`src/rtl/vpc_pkg.sv`:
```
`timescale 1ns/1ps
package vpc_pkg;
  // Source chosen for the next address
  typedef enum logic [1:0] {
    SRC_HOLD = 2'd0,
    SRC_SEQ  = 2'd1,
    SRC_JUMP = 2'd2
  } vpc_src_e;

  // Select with load priority; a zero length is treated as no move
  function automatic vpc_src_e vpc_pick(input logic load, input logic step,
                                         input logic len_nonzero);
    if (load)                     return SRC_JUMP;
    else if (step && len_nonzero) return SRC_SEQ;
    else                          return SRC_HOLD;
  endfunction
endpackage

```
`src/rtl/vpc_seq_adder.sv`:
```
`timescale 1ns/1ps
module vpc_seq_adder #(
  parameter int ADDR_W = 16,
  parameter int LEN_W  = 2
) (
  input  logic [ADDR_W-1:0] base_i,
  input  logic [LEN_W-1:0]  len_i,
  output logic [ADDR_W-1:0] seq_o,
  output logic              wrap_o
);
  localparam int SUM_W = ADDR_W + 1;

  logic [SUM_W-1:0] sum_full;

  // Modular add: the carry out of the top bit marks a wrap
  always_comb begin
    sum_full = {1'b0, base_i} + SUM_W'(len_i);
    seq_o    = sum_full[ADDR_W-1:0];
    wrap_o   = sum_full[ADDR_W];
  end
endmodule

```
`src/rtl/vpc_next_sel.sv`:
```
`timescale 1ns/1ps
module vpc_next_sel
  import vpc_pkg::*;
#(
  parameter int ADDR_W = 16,
  parameter int LEN_W  = 2
) (
  input  logic              step_i,
  input  logic              load_i,
  input  logic [LEN_W-1:0]  len_i,
  input  logic [ADDR_W-1:0] cur_i,
  input  logic [ADDR_W-1:0] seq_i,
  input  logic [ADDR_W-1:0] dest_i,
  output vpc_src_e          src_o,
  output logic [ADDR_W-1:0] nxt_o
);
  always_comb begin
    src_o = vpc_pick(load_i, step_i, |len_i);
    unique case (src_o)
      SRC_JUMP: nxt_o = dest_i;
      SRC_SEQ:  nxt_o = seq_i;
      default:  nxt_o = cur_i;
    endcase
  end
endmodule

```
`src/rtl/vpc_counter.sv`:
```
`timescale 1ns/1ps
module vpc_counter
  import vpc_pkg::*;
#(
  parameter int ADDR_W = 16,
  parameter int LEN_W  = 2
) (
  input  logic              clk,
  input  logic              rst_n,
  input  logic              step_i,
  input  logic [1:0]        len_i,
  input  logic              load_i,
  input  logic [15:0]       dest_i,
  output logic [15:0]       pc_o
);
  localparam logic [ADDR_W-1:0] BOOT_ADDR = '0;

  logic [ADDR_W-1:0] pc_q;
  logic [ADDR_W-1:0] seq_addr;
  logic [ADDR_W-1:0] next_addr;
  logic              seq_wrap;
  vpc_src_e          next_src;

  vpc_seq_adder #(.ADDR_W(ADDR_W), .LEN_W(LEN_W)) adder_i (
    .base_i (pc_q),
    .len_i  (len_i),
    .seq_o  (seq_addr),
    .wrap_o (seq_wrap)
  );

  vpc_next_sel #(.ADDR_W(ADDR_W), .LEN_W(LEN_W)) sel_i (
    .step_i (step_i),
    .load_i (load_i),
    .len_i  (len_i),
    .cur_i  (pc_q),
    .seq_i  (seq_addr),
    .dest_i (dest_i),
    .src_o  (next_src),
    .nxt_o  (next_addr)
  );

  always_ff @(posedge clk or negedge rst_n) begin
    if (!rst_n) pc_q <= BOOT_ADDR;
    else        pc_q <= next_addr;
  end

  assign pc_o = pc_q;


  boot_addr_chk: assert property (@(posedge clk) !rst_n |=> pc_o == 16'h0000)
    else $error("boot address not zero");


  seq_step_chk: assert property (@(posedge clk) disable iff (!rst_n)
    (step_i && !load_i && len_i != 2'd0) |=> pc_o == 16'($past(pc_o) + 16'($past(len_i))))
    else $error("sequential advance wrong");


  zero_len_chk: assert property (@(posedge clk) disable iff (!rst_n)
    (step_i && !load_i && len_i == 2'd0) |=> $stable(pc_o))
    else $error("zero length moved counter");


  load_wins_chk: assert property (@(posedge clk) disable iff (!rst_n)
    load_i |=> pc_o == $past(dest_i))
    else $error("load target not taken");


  idle_hold_chk: assert property (@(posedge clk) disable iff (!rst_n)
    (!load_i && !step_i) |=> $stable(pc_o))
    else $error("counter moved while idle");


  wrap_down_chk: assert property (@(posedge clk) disable iff (!rst_n)
    (next_src == SRC_SEQ && seq_wrap) |=> pc_o < $past(pc_o))
    else $error("wrap did not return low");
endmodule

```
`config.mk`:
```
export PLATFORM = sky130hd
export DESIGN_NAME = vpc_counter
export DESIGN_NICKNAME = d
export VERILOG_FILES = /design/src/rtl/vpc_pkg.sv /design/src/rtl/vpc_seq_adder.sv /design/src/rtl/vpc_next_sel.sv /design/src/rtl/vpc_counter.sv
export SDC_FILE = /design/constraint.sdc
export NUM_CORES = 1
export LEC_CHECK = 0
export BUFFER_PORTS_ARGS = -buffer_cell sky130_fd_sc_hd__buf_2
export CAP_MARGIN = 30
export CELL_PAD_IN_SITES_DETAIL_PLACEMENT = 0
export CELL_PAD_IN_SITES_GLOBAL_PLACEMENT = 1
export CORE_ASPECT_RATIO = 0.6
export CORE_MARGIN = 4
export CORE_UTILIZATION = 34
export CTS_CLUSTER_SIZE = 40
export DETAILED_ROUTE_END_ITERATION = 12
export GPL_ROUTABILITY_DRIVEN = 0
export GPL_TIMING_DRIVEN = 0
export PLACE_DENSITY_LB_ADDON = 0.1
export SLEW_MARGIN = 20
export SYNTH_ARGS = -nofsm -noshare
export SYNTH_HDL_FRONTEND = slang
export SYNTH_SLANG_ARGS = --single-unit
```
`constraint.sdc`:
```
create_clock -name clk -period 2.05 [get_ports clk]
set_input_delay 0.205 -clock clk [delete_from_list [all_inputs] [get_ports clk]]
set_output_delay 0.205 -clock clk [all_outputs]
set_load 0.01 [all_outputs]
```
==> impl_results.md <==
- Port bufs: 37
- Sequential share of power: 47.0%
- VDD IR max: 382 uV
- Status: finished, final reports clean
- Clock buffer depth: 2
- CP arrival: between 2 and 2.5 ns
- Xor/xnor share of the synthesized area: 8.17%
- Critical path capture point type: register
- Net Sw Frac: 31.4%
- CTS buffer count: 3
- Layout cells sized above 1: 32.0%
- DRC violations left: 0
- FILL cells: between 200 and 300
- Yosys reg bits: 16
- Skew-Pair Late Insertion Delay: 0.24 ns
- Die Y: 49.3 um
- Clk root buf: clkbuf_8
- Final instance area: 1300 um^2
- Nets: 180
- Final Hold Slack: 0.167 ns
- Crit path kind: reg2reg
- Synth Instances: 111
- Clock Pin Slew Worst Setup and Hold Paths: 0.06 ns
- Clk sinks: 16
- Pre-CTS setup slack: -0.0975 ns
- CTS tree: built
- Initial Utilization: 37.0%
- Psw: 0.261 mW
- Number of cell rows: 14
- CP delay by family, top: compound AO/OA/AOI/OAI gates
- Synth warn: 0
- WP buf/inv: 1
- Post-Route WL: 2770 um
- Pin slew with the least headroom to its limit: 1.03 ns
- Ports: 38
- Compound-Gate Fraction of Synth Area: 14.4%
- Power density cells: 637 nW/um^2
- Grt ovf: 0
- Register area share after synthesis: a little over 40%
- Pleak: 0.594 nW
- Max-cap violation count: 0
- Comb power frac: 24.6%
- Post-DP HPWL: 2000 um
- Tmin final: 1.91 ns
- Final Non-Filler Cells: approximately 190
- Detailed-route via count: 928
- First-pass GRT wire length: 4490 um
- Clock power frac: 28.5%
- Mux share of post-synthesis cell area: ~2.1%
- Crit path max fanout: 7
- DP Area: 1190 um^2
- Min-Delay Path Class: in2reg
- CP max-delay cell: dfrtp_1
- Die width: 76.8 um
- DR pass1 iterations: 3
- Via/cell ratio: 5.02
- Syn avg cell area: about 8.7 um^2
- Core area: 2610 um^2
- DRT antenna net count: 0
- Full die area: 3780 um^2
- Most common cell on crit path: o31a_1
- Worst rel slew slack: 30.6%
- Antenna diodes: 0
- Worst Path Required: 2.18 ns
- Total GRT Usage: 14.9%
- Net Count, Synth: 136
- Detailed-route wire length per cell: 15.0 um
- Placed insts: 180
- Vias in the first global route: 926
- DRT iter0 DRCs: 47
- Fin crit share: 93.1%
- Pins over their slew limit: 0
- CP Cell Sequence: ha_1, a21oi_2, or3_1, buf_4, o31a_1, o31a_1
- Fmax: 524 MHz
- Setup violators final: 0
- CP startpoint kind: register
- Largest family of logic cells by synthesized area: simple AND/OR/NAND/NOR gates
- Initial antenna violation count: 0
- Final hold vios: 0
- Simple-Gate Fraction of Synth Area: between 20% and 30%
- Fin Clk Skew: 0.00249 ns
- Post-Syn Area: 965 um^2
- Post-synth cell types: 30
- CP peak stage delay: 0.41 ns
- Largest net degree at the start of global routing: 17
- Area grow syn2layout: 35.1%
- H-tree depth: 1
- Post-synthesis adder-cell area fraction: 4.67%
- Worst Slack Setup Final: 0.142 ns
- Pint: 0.569 mW
- Largest register FFs: 16
worst reg2reg max path: stages, from the launching register on:
cell and delay [ns]:
dfrtp_1 0.41, ha_1 0.30, a21oi_2 0.07, or3_1 0.34, buf_4 0.17, o31a_1 0.24, o31a_1 0.27
cells in the mapped netlist:
cell type / n / area [um^2]
or2_1: 1 / 6.26
inv_1: 9 / 33.8
nor3_1: 3 / 15.0
dfrtp_1: 16 / 400
mux2i_1: 2 / 20.0
o31ai_1: 1 / 7.51
ha_1: 2 / 25.0
nand4_2: 1 / 12.5
clkbuf_1: 3 / 11.3
or2_2: 1 / 6.26
o21ai_1: 1 / 5.00
nand2b_1: 3 / 18.8
nand2_1: 16 / 60.1
or4_1: 2 / 15.0
nand3_1: 4 / 20.0
a21oi_1: 2 / 10.0
and4_1: 1 / 8.76
a31oi_1: 2 / 12.5
o211ai_1: 2 / 15.0
o21ai_0: 11 / 55.1
nand4_1: 1 / 6.26
or3_1: 2 / 12.5
xor2_1: 1 / 8.76
buf_2: 1 / 5.00
a22oi_1: 1 / 7.51
o31a_1: 3 / 26.3
xnor2_1: 8 / 70.1
fa_1: 1 / 20.0
nor4_1: 5 / 31.3
nor2_1: 5 / 18.8
final timing paths:
check	startpoint	to	slack, ns	cells after the start
min in group asynchronous	rst_n	pc_o[5]$_DFFE_PN0P_	0.41	2
min	dest_i[6]	pc_o[6]$_DFFE_PN0P_	0.17	3
max in group asynchronous	rst_n	pc_o[7]$_DFFE_PN0P_	1.36	2
max reg2reg	pc_o[1]$_DFFE_PN0P_	pc_o[13]$_DFFE_PN0P_	0.14	6
max	pc_o[1]$_DFFE_PN0P_	pc_o[13]$_DFFE_PN0P_	0.14	6
min reg2reg	pc_o[15]$_DFFE_PN0P_	pc_o[15]$_DFFE_PN0P_	0.58	2
power by group through the flow:
stage | Sequential [mW] | Clock [mW] | Combinational [mW]
2_1_floorplan | 0.401 | 0 | 0.0887
3_3_place_gp | 0.390 | 0 | 0.184
3_5_place_dp | 0.390 | 0 | 0.187
4_1_cts | 0.385 | 0.245 | 0.191
5_1_grt | 0.398 | 0.257 | 0.232
6_report | 0.390 | 0.236 | 0.204
what timing repair did:
action | 4_1_cts | 5_1_grt
gates resized for setup | 1 | 10
hold endpoints to repair | 16 | 0
setup endpoints to repair | 1 | 5
buffers inserted | 0 | 1
hold buffers | 1 | 0
pin swaps | 0 | 2
metrics by stage:
| stage | TNS (ns) | power (mW) | util [%] |
|---|---|---|---|
| global placement | -0.0878 | 0.574 | 45.6 |
| CTS | 0 | 0.821 | 47.7 |
| global route | -0.0162 | 0.886 | 50.0 |
| floorplan | 0 | 0.490 | - |
| finish | 0 | 0.831 | 50.0 |
| detailed placement | -0.0975 | 0.577 | 45.6 |
cells by family after synthesis:
kind of cell,after synthesis
simple gates,45
compound gates,23
flops,16
buf+inv,13
xor+xnor,9
fa+ha+maj,3
mux,2
cells in the final DEF, fill, tap and decap left out, types with 2 or more instances in the layout:
cell type	instances
buf_2	37
nand2_1	16
dfrtp_1	16
o21ai_0	11
inv_1	9
xnor2_1	8
nor2_1	5
nand3_1	4
clkbuf_1	3
nor4_1	3
o31a_1	3
clkbuf_8	3
mux2i_1	2
o211ai_1	2
or3_1	2
buf_4	2
nand2b_1	2
a31oi_1	2
or4_1	2
nor3_1	2
ha_1	2
metal layers:
metal | vias to the layer above | track usage [%] | share of wire (%)
li1 | 476 | - | -
met1 | 428 | 21.9 | 53
met2 | 22 | 20.8 | 40
met3 | 2 | 5.90 | 5.8
met4 | 0 | 1.81 | 0.29
met5 | - | 0 | 0
layout make-up:
cell class | count | area (um^2) | area share, %
repair buffers | 39 | 203 | 15.5
inverters | 9 | 33.8 | 2.59
clock buffers | 3 | 41.3 | 3.17
well taps | 32 | 40.0 | 3.07
flip-flops and latches | 16 | 400 | 30.7
multi-input cells | 82 | 567 | 43.5
plain buffers | 4 | 18.8 | 1.44
Note: power is estimated with default switching activity, not from simulation.
